<file path="src/rtl/sic_pkg.sv">
package sic_pkg;

  localparam int NUM_SRC = 4;
  localparam int IDX_SEC = 0;
  localparam int IDX_OVF = 1;
  localparam int IDX_TX  = 2;
  localparam int IDX_RX  = 3;
  localparam int NUM_LIVE = 3;

  // Strobes from control to datapath, one cycle wide
  typedef struct packed {
    logic [NUM_SRC-1:0] setEv;
    logic [NUM_SRC-1:0] clrMask;
    logic               enaWr;
    logic [NUM_SRC-1:0] enaData;
    logic               rdStat;
    logic               rdEna;
  } sicStrobe_t;

  // Compact 4-bit vector <-> byte image (bits 7,6,1,0)
  function automatic logic [7:0] packByte(logic [NUM_SRC-1:0] v);
    packByte = {v[IDX_RX], v[IDX_TX], 4'b0000, v[IDX_OVF], v[IDX_SEC]};
  endfunction

  function automatic logic [NUM_SRC-1:0] unpackByte(logic [7:0] b);
    unpackByte = {b[7], b[6], b[1], b[0]};
  endfunction

endpackage

</file>
<file path="src/rtl/sic_sec_div.sv">
module sic_sec_div #(
  parameter int TICKS_PER_SEC = 44736
) (
  input  logic clk,
  input  logic rstN,
  input  logic srcSel,
  input  logic rxTick,
  input  logic txTick,
  output logic secPulse
);
  localparam int CW = (TICKS_PER_SEC > 1) ? $clog2(TICKS_PER_SEC) : 1;
  localparam logic [CW-1:0] LAST = CW'(TICKS_PER_SEC - 1);

  logic [CW-1:0] count;
  logic          tickSel;

  assign tickSel  = srcSel ? txTick : rxTick;
  assign secPulse = tickSel && (count == LAST);

  always_ff @(posedge clk or negedge rstN) begin
    if (!rstN) begin
      count <= '0;
    end else if (tickSel) begin
      if (secPulse) count <= '0;
      else          count <= count + 1'b1;
    end
  end
endmodule

</file>
<file path="src/rtl/sic_ctrl.sv">
module sic_ctrl
  import sic_pkg::*;
#(
  parameter int              ADDR_W        = 8,
  parameter logic [ADDR_W-1:0] STAT_ADDR   = ADDR_W'(9),
  parameter logic [ADDR_W-1:0] ENA_ADDR    = ADDR_W'(10),
  parameter int              TICKS_PER_SEC = 44736
) (
  input  logic              clk,
  input  logic              rstN,
  input  logic              busSel,
  input  logic              busWr,
  input  logic [ADDR_W-1:0] busAddr,
  input  logic [7:0]        busWrData,
  input  logic [NUM_LIVE-1:0] liveIn,   // [0] ovf, [1] tx loss, [2] rx loss
  input  logic              tmrSrcSel,
  input  logic              rxTick,
  input  logic              txTick,
  output sicStrobe_t        strobe
);
  logic [NUM_LIVE-1:0] liveQ;
  logic [NUM_LIVE-1:0] liveRise;
  logic                secPulse;
  logic                statWrite;
  logic                enaWrite;

  sic_sec_div #(.TICKS_PER_SEC(TICKS_PER_SEC)) secDiv_i (
    .clk      (clk),
    .rstN     (rstN),
    .srcSel   (tmrSrcSel),
    .rxTick   (rxTick),
    .txTick   (txTick),
    .secPulse (secPulse)
  );

  // One edge detector per live input
  for (genvar g = 0; g < NUM_LIVE; g++) begin : gEdge
    always_ff @(posedge clk or negedge rstN) begin
      if (!rstN) liveQ[g] <= 1'b0;
      else       liveQ[g] <= liveIn[g];
    end
    assign liveRise[g] = liveIn[g] & ~liveQ[g];
  end

  assign statWrite = busSel && busWr && (busAddr == STAT_ADDR);
  assign enaWrite  = busSel && busWr && (busAddr == ENA_ADDR);

  always_comb begin
    strobe          = '0;
    strobe.setEv    = {liveRise, secPulse};
    strobe.clrMask  = statWrite ? unpackByte(busWrData) : '0;
    strobe.enaWr    = enaWrite;
    strobe.enaData  = unpackByte(busWrData);
    strobe.rdStat   = (busAddr == STAT_ADDR);
    strobe.rdEna    = (busAddr == ENA_ADDR);
  end
endmodule

</file>
<file path="src/rtl/sic_dpath.sv">
module sic_dpath
  import sic_pkg::*;
(
  input  logic               clk,
  input  logic               rstN,
  input  sicStrobe_t         strobe,
  output logic [NUM_SRC-1:0] statVec,
  output logic [NUM_SRC-1:0] enaVec,
  output logic               irq,
  output logic [7:0]         rdData
);
  logic [NUM_SRC-1:0] statNext;
  logic [NUM_SRC-1:0] enaNext;
  logic               irqQ;

  // Per-bit sticky latch: set has priority over clear
  for (genvar g = 0; g < NUM_SRC; g++) begin : gBit
    assign statNext[g] = strobe.setEv[g] | (statVec[g] & ~strobe.clrMask[g]);
    always_ff @(posedge clk or negedge rstN) begin
      if (!rstN) statVec[g] <= 1'b0;
      else       statVec[g] <= statNext[g];
    end
  end

  assign enaNext = strobe.enaWr ? strobe.enaData : enaVec;

  always_ff @(posedge clk or negedge rstN) begin
    if (!rstN) begin
      enaVec <= '0;
      irqQ   <= 1'b0;
    end else begin
      enaVec <= enaNext;
      irqQ   <= |(statNext & enaNext);
    end
  end

  assign irq = irqQ;

  always_comb begin
    if (strobe.rdStat)     rdData = packByte(statVec);
    else if (strobe.rdEna) rdData = packByte(enaVec);
    else                   rdData = 8'h00;
  end
endmodule

</file>
<file path="src/rtl/stat_irq_ctrl.sv">
module stat_irq_ctrl
  import sic_pkg::*;
#(
  parameter int                ADDR_W        = 8,
  parameter logic [ADDR_W-1:0] STAT_ADDR     = ADDR_W'(9),
  parameter logic [ADDR_W-1:0] ENA_ADDR      = ADDR_W'(10),
  parameter int                TICKS_PER_SEC = 44736
) (
  input  logic              clk,
  input  logic              rstN,
  input  logic              busSel,
  input  logic              busWr,
  input  logic [ADDR_W-1:0] busAddr,
  input  logic [7:0]        busWrData,
  output logic [7:0]        busRdData,
  input  logic              rxClkLoss,
  input  logic              txClkLoss,
  input  logic              cntOvf,
  input  logic              tmrSrcSel,
  input  logic              rxTick,
  input  logic              txTick,
  output logic              irq
);
  sicStrobe_t         strobe;
  logic [NUM_SRC-1:0] statVec;
  logic [NUM_SRC-1:0] enaVec;

  sic_ctrl #(
    .ADDR_W        (ADDR_W),
    .STAT_ADDR     (STAT_ADDR),
    .ENA_ADDR      (ENA_ADDR),
    .TICKS_PER_SEC (TICKS_PER_SEC)
  ) ctrl_i (
    .clk       (clk),
    .rstN      (rstN),
    .busSel    (busSel),
    .busWr     (busWr),
    .busAddr   (busAddr),
    .busWrData (busWrData),
    .liveIn    ({rxClkLoss, txClkLoss, cntOvf}),
    .tmrSrcSel (tmrSrcSel),
    .rxTick    (rxTick),
    .txTick    (txTick),
    .strobe    (strobe)
  );

  sic_dpath dpath_i (
    .clk     (clk),
    .rstN    (rstN),
    .strobe  (strobe),
    .statVec (statVec),
    .enaVec  (enaVec),
    .irq     (irq),
    .rdData  (busRdData)
  );
endmodule

</file>
<file path="config.mk">
export PLATFORM = sky130hd
export DESIGN_NAME = stat_irq_ctrl
export DESIGN_NICKNAME = d
export VERILOG_FILES = /design/src/rtl/sic_pkg.sv /design/src/rtl/sic_sec_div.sv /design/src/rtl/sic_ctrl.sv /design/src/rtl/sic_dpath.sv /design/src/rtl/stat_irq_ctrl.sv
export SDC_FILE = /design/constraint.sdc
export NUM_CORES = 1
export LEC_CHECK = 0
export BUFFER_PORTS_ARGS = -buffer_cell sky130_fd_sc_hd__buf_2
export CAP_MARGIN = 20
export CORE_ASPECT_RATIO = 1.75
export CORE_UTILIZATION = 48
export CTS_CLUSTER_SIZE = 20
export DETAILED_ROUTE_END_ITERATION = 10
export PLACE_DENSITY = 0.86
export SETUP_SLACK_MARGIN = 0.1
export SYNTH_ARGS = -nofsm -noshare
export SYNTH_HDL_FRONTEND = slang
export SYNTH_SLANG_ARGS = --single-unit
</file>
<file path="constraint.sdc">
create_clock -name clk -period 1.5 [get_ports clk]
set_input_delay 0.15 -clock clk [delete_from_list [all_inputs] [get_ports clk]]
set_output_delay 0.15 -clock clk [all_outputs]
set_load 0.05 [all_outputs]
</file>
After elaboration in Yosys (flattened, before gate mapping) --
Index checks and enable logic that the tools add are counted.
Word-level totals: register bits 28, output and inout bits 9, word-level logic and storage cells 44
Cells by class: add/sub/neg operators 1, equal/unequal tests 3, muxes and demuxes 6, bitwise logic cells 19, reduce and logical (&&, ||, !) cells 5
Operators by type and width (number):
- adder 16 x 1 -> 16 bit, second input constant | 1
- equality test 16 bit, second input constant | 1
- equality test 8 x 4 -> 1 bit, second input constant | 2
- 2-to-1 mux 16 bit | 1
- 2-to-1 mux 8 bit | 2
- 2-to-1 mux 4 bit | 2
- AND 1 bit | 7
- inverter 1 bit | 7
- AND 4 bit | 1
- logical AND 1 bit | 4
- OR 1 bit | 4
- OR reduction 4 bit | 1
- 2-to-1 mux 1 bit | 1

Logic depth before layout (Yosys ltp) --
word-level depth 8, gate-level depth with buffers 6, mapped depth without buffers 5

By module --
From an unflattened synthesis, not the netlist that was laid out.
Unflattened totals: cell total of the unflattened synthesis 154, area, all modules 1531.5 um^2
Modules (own cells, without submodules):
- sic_sec_div | instances 1, cells an instance 83, area an instance 849.6 um^2, sequential area each 400.4 um^2
- sic_dpath | instances 1, cells an instance 43, area an instance 441.7 um^2, sequential area each 225.2 um^2
- sic_ctrl | instances 1, cells an instance 28, area an instance 240.2 um^2, sequential area each 75.1 um^2

Worst setup path before layout --
No wires, ideal clock.
kind input -> output, start point in busAddr[7], end point out busRdData[0], data arrival time 1.479 ns, data required time 1.350 ns, setup slack -0.129 ns, cell stages on the path 4, path buffers 1, path through nor4_2 buf_2 nand3b_1 nor2_1
On the way: longest elaborated chain between the ends 3
RTL lines:
- from (decl) | RTL line stat_irq_ctrl.sv:13 | input logic [ADDR_W-1:0] busAddr,
- equality test 8 x 4 -> 1 bit | RTL line sic_ctrl.sv:55 | strobe.rdEna = (busAddr == ENA_ADDR);
- 2-to-1 mux 8 bit | RTL line sic_dpath.sv:41 | else if (strobe.rdEna) rdData = packByte(enaVec);
- 2-to-1 mux 8 bit * | RTL line sic_dpath.sv:40 | if (strobe.rdStat) rdData = packByte(statVec);
- to (decl) | RTL line stat_irq_ctrl.sv:15 | output logic [7:0] busRdData,
Every way passes the cells marked *; elsewhere a longest branch is shown, timed or not.

Worst setup path after layout --
start point reg ctrl_i.secDiv_i.count[0], end point reg ctrl_i.secDiv_i.count[10]
On the way: longest elaborated chain between the ends 3
RTL lines:
- from (decl) | RTL line sic_sec_div.sv:14 | logic [CW-1:0] count;
- from (signal assigned) | RTL line sic_sec_div.sv:25 | else count <= count + 1'b1;
- branches (longest 2 deep; another with adder 16 x 1 -> 16 bit)
- 2-to-1 mux 16 bit * | RTL line sic_sec_div.sv:24 | if (secPulse) count <= '0;
Every way passes the cells marked *. A chain may end at the register's enable or synchronous reset.

==> results.md <==
Outcome:
- The flow ran to the end, but the final reports show violations.
- The final reports fail on negative setup slack.

Synthesis:
- The synthesized design contains 0 enable-type register cells.
- For this run, asynchronously set or reset flops after synthesis account for 1.00.
- The most instantiated flip-flop cell in the synthesis netlist is dfrtp_1.
- The number of flip-flops and latches in the synthesized netlist is 28.
- After synthesis, the cell types taking the most area are dfrtp_1 (47%), xor2_1 (2.9%), inv_1 (2.8%).
- The total number of yosys warnings is 0.
- The post-synthesis instance area is 1500 um^2.
- The biggest area consumer among synthesized cells is dfrtp_1.
- After synthesis, the mean cell area works out to 10.1 um^2.
- The area share of the leading cell type in the synthesized netlist is 0.467.
- Synthesis instantiated 44 different standard cells from the library.
- The post-synthesis instance total is 149.
- The register area share after synthesis is 0.467.

GRT:
- Summed over all layers, the global routing overflow is 0.
- The first global-routing pass estimated 6400 um of wire.
- The initial antenna violation count is 0.
- The number of global-route vias before repair is 1,498.
- Entering global routing, the biggest net connects 29 pins.
- For this run, the total global-route usage over all layers was measured as 0.252.

Final layout:
- The cell area after layout is 2120 um^2.
- The number of antenna diodes in the final layout is 0.
- Leaving out fill and tap cells, the most frequent cells in the layout are buf_4 (29), dfrtp_1 (28), buf_2 (22).
- The number of nets in the layout is 233.
- The area of the multi-input gates is 862 um^2.
- The sequential cell area is 701 um^2.
- The number of standard cells in the final layout excluding fillers is 247.
- The most frequent standard cell in the layout excluding fill and tap cells is buf_4.
- Fill cells in the final layout number 201.
- The relative area change from synthesis to final layout is 41.3%.
- The share of post-route cells with drive strength above 1 is 0.454.

Min path:
- The worst hold path belongs to the class in2reg.
- For hold timing, the worst endpoint is dpath_i.enaVec[0].
- The hold path startpoint is busWrData[0].
- Along the worst hold path, the cell count comes to 3.

Clocking:
- The total CTS buffers is 3.
- The clock tree from TritonCTS is done.
- CTS placed an instance of clkbuf_8 at the clock tree root.
- The later pin in the worst-skew pair is clocked with a latency of 280 ps.
- The clock transition at the registers of the reported paths is 100 ps.
- CTS built an H-tree with a depth of 1.
- In this run the deepest clock path goes through 2 buffers.
- The clock net in this run drives a total of 28 sinks.

Route:
- Summing over every cut layer, the via total after detailed routing is 1,367.
- For this block, the initial DRC count from the detailed router was 46.
- The number of remaining DRC errors is 0.
- The first detailed-routing pass took 4 iterations.
- The mean routed wirelength per cell is 15.9 um.
- The count of nets left with antenna violations after detail routing is 0.
- The average vias per placed instance is 5.53.
- Summed over all layers, the routed wires come to 3920 um.

Setup path:
- STA classifies the critical path startpoint as a flip-flop.
- The sort of element at the end of the critical path is a flip-flop.
- In this run the critical register-to-register path is captured at ctrl_i.secDiv_i.count[10].
- The critical path goes through ha_4 > nand3_2 > nand2b_4 > or4_1 > a21oi_1.
- For this run, the slowest stage of the critical path takes 470 ps.
- Measured in cells, the most critical reg-to-reg path has a length of 5.
- The startpoint-to-endpoint class of the critical path is reg2reg.
- For the worst setup path, the data required time is 1720 ps.
- Across all register-to-register paths, the minimum setup slack is -20 ps.
- The worst-path maximum fanout is 4.
- The data arrival time of the critical path is 1730 ps.
- Among all stages on the critical path, the largest delay is contributed by or4_1.
- The start of the worst register-to-register path is ctrl_i.secDiv_i.count[0].

Power:
- The cell leakage power is 0.979 nW.
- IR analysis of the VDD net gives a maximum drop of 0.767 mV.
- Power spread over the standard cell area amounts to 987 nW/um^2.

Timing:
- The worst pin sits at a relative slew slack of 0.572.
- For the final database, setup skew stands at 2.40 ps.
- The transition time of the tightest slew-check pin is 642 ps.
- The number of hold-slack violations in the final timing report is 0.
- The worst slack on hold paths is 152 ps.
- The final period utilization is 1.01.
- The number of max-slew violations in the final report was 0.
- Setup violations remaining at the end of the flow were counted as 1.
- The maximum operating frequency is 660 MHz.
- After layout, the minimum clock period comes to 1520 ps.
- Setup repair after global routing could not meet its margin everywhere.
- The final worst-path setup slack is -16.2 ps.

Placement:
- The number of placed cells counting well taps is 229.
- The total of buffers placed on input and output ports is 26.
- The post-detailed-placement cell area is 1800 um^2.
- Summed over all nets, the half-perimeter wirelength after detailed placement is 2610 um.
- At the end of routability-driven placement, the weighted congestion stood at 0.782.

Floorplan:
- The die outline area is 3360 um^2.
- The initial utilization of the core area, before any placement, comes to 0.507.
- 35 I/O pins were placed.
- The floorplan has 26 rows.
- From bottom edge to top edge, the die measures 76.0 um.
- The core outline area is 2960 um^2.
- The width of the die is 44.3 um.

Run:
- The tool flagged a number of max-cap violations equal to 0.
worst max-delay path by stage:
stage | cells after the start | start | to | slack [ps]
2_1_floorplan | 4 | busAddr[7] | busRdData[0] | 20
3_3_place_gp | 5 | ctrl_i.secDiv_i.count[8] | dpath_i.irq | 30
3_5_place_dp | 6 | busAddr[7] | dpath_i.irq | -30
4_1_cts | 5 | ctrl_i.secDiv_i.count[0] | ctrl_i.secDiv_i.count[10] | -30
5_1_grt | 5 | ctrl_i.secDiv_i.count[1] | ctrl_i.secDiv_i.count[10] | -70
6_report | 5 | ctrl_i.secDiv_i.count[0] | ctrl_i.secDiv_i.count[10] | -20
sequential cells by signal, indices dropped and copies added (netlist names):
signal,cells
ctrl_i.liveQ,3
ctrl_i.secDiv_i.count,16
dpath_i.enaVec,4
dpath_i.irq,1
dpath_i.statVec,4
cell families after synthesis:
kind of cell / after synthesis / share of synthesized area
mux: 5 / 0.0367
other cells: 1 / 0.00250
simple gates: 57 / 0.242
compound gates: 28 / 0.127
buf+inv: 20 / 0.0650
fa+ha+maj: 1 / 0.00833
xor+xnor: 9 / 0.0525
flops: 28 / 0.467
power breakdown:
| group | switching, mW | internal [mW] | total, mW |
|---|---|---|---|
| sequential | 0.111 | 0.854 | 0.964 |
| clock | 0.250 | 0.358 | 0.608 |
| combinational | 0.255 | 0.268 | 0.522 |
| total | 0.615 | 1.48 | 2.09 |
stage by stage:
stage	power, mW	utilization	setup TNS [ps]	worst slack [ps]
2_1_floorplan	1.19	-	0	18.5
3_3_place_gp	1.33	0.609	0	31.4
3_5_place_dp	1.36	0.609	-55.6	-28.9
4_1_cts	2.00	0.673	-35.0	-35.0
5_1_grt	2.18	0.717	-93.5	-71.7
6_report	2.09	0.717	-16.2	-16.2
critical path, delay by kind of cell (launching register included):
family / cells / cell delay (ps)
adder cells (fa/ha/maj): 1 / 160
AND/OR/NAND/NOR: 3 / 710
flip-flops: 1 / 440
AO/OA/AOI/OAI: 1 / 130
repair_timing:
action,4_1_cts,5_1_grt
endpoints found under the hold margin,31,0
pin swaps,8,3
setup endpoints to repair,16,19
hold buffers,4,0
buffers inserted,2,8
resized for setup,11,20
area by class of cell:
class / instances / share of cell area
clock buffer: 3 / 0.0195
tap: 42 / 0.0248
clock inverter: 1 / 0.0142
inverter: 11 / 0.0195
timing repair buffer: 58 / 0.186
sequential: 28 / 0.330
multi-input combinational: 104 / 0.406
cells in the mapped netlist, drive strengths merged (4+ instances only):
cell and number:
a22oi 4, a41oi 4, and3 4, and4 4
buf 8, dfrtp 28, inv 11, mux2i 4
nand2 7, nand3 5, nor2 9, nor2b 5
nor3 4, o21ai 7, or2 6, xnor2 4
xor2 5
routing by layer:
layer	up-vias	share of wire	track usage
li1	639	-	-
met1	682	0.37	0.258
met2	37	0.58	0.456
met3	9	0.028	0.0332
met4	0	0.024	0.145
met5	-	0	0
Note: power is estimated with default switching activity, not from simulation.
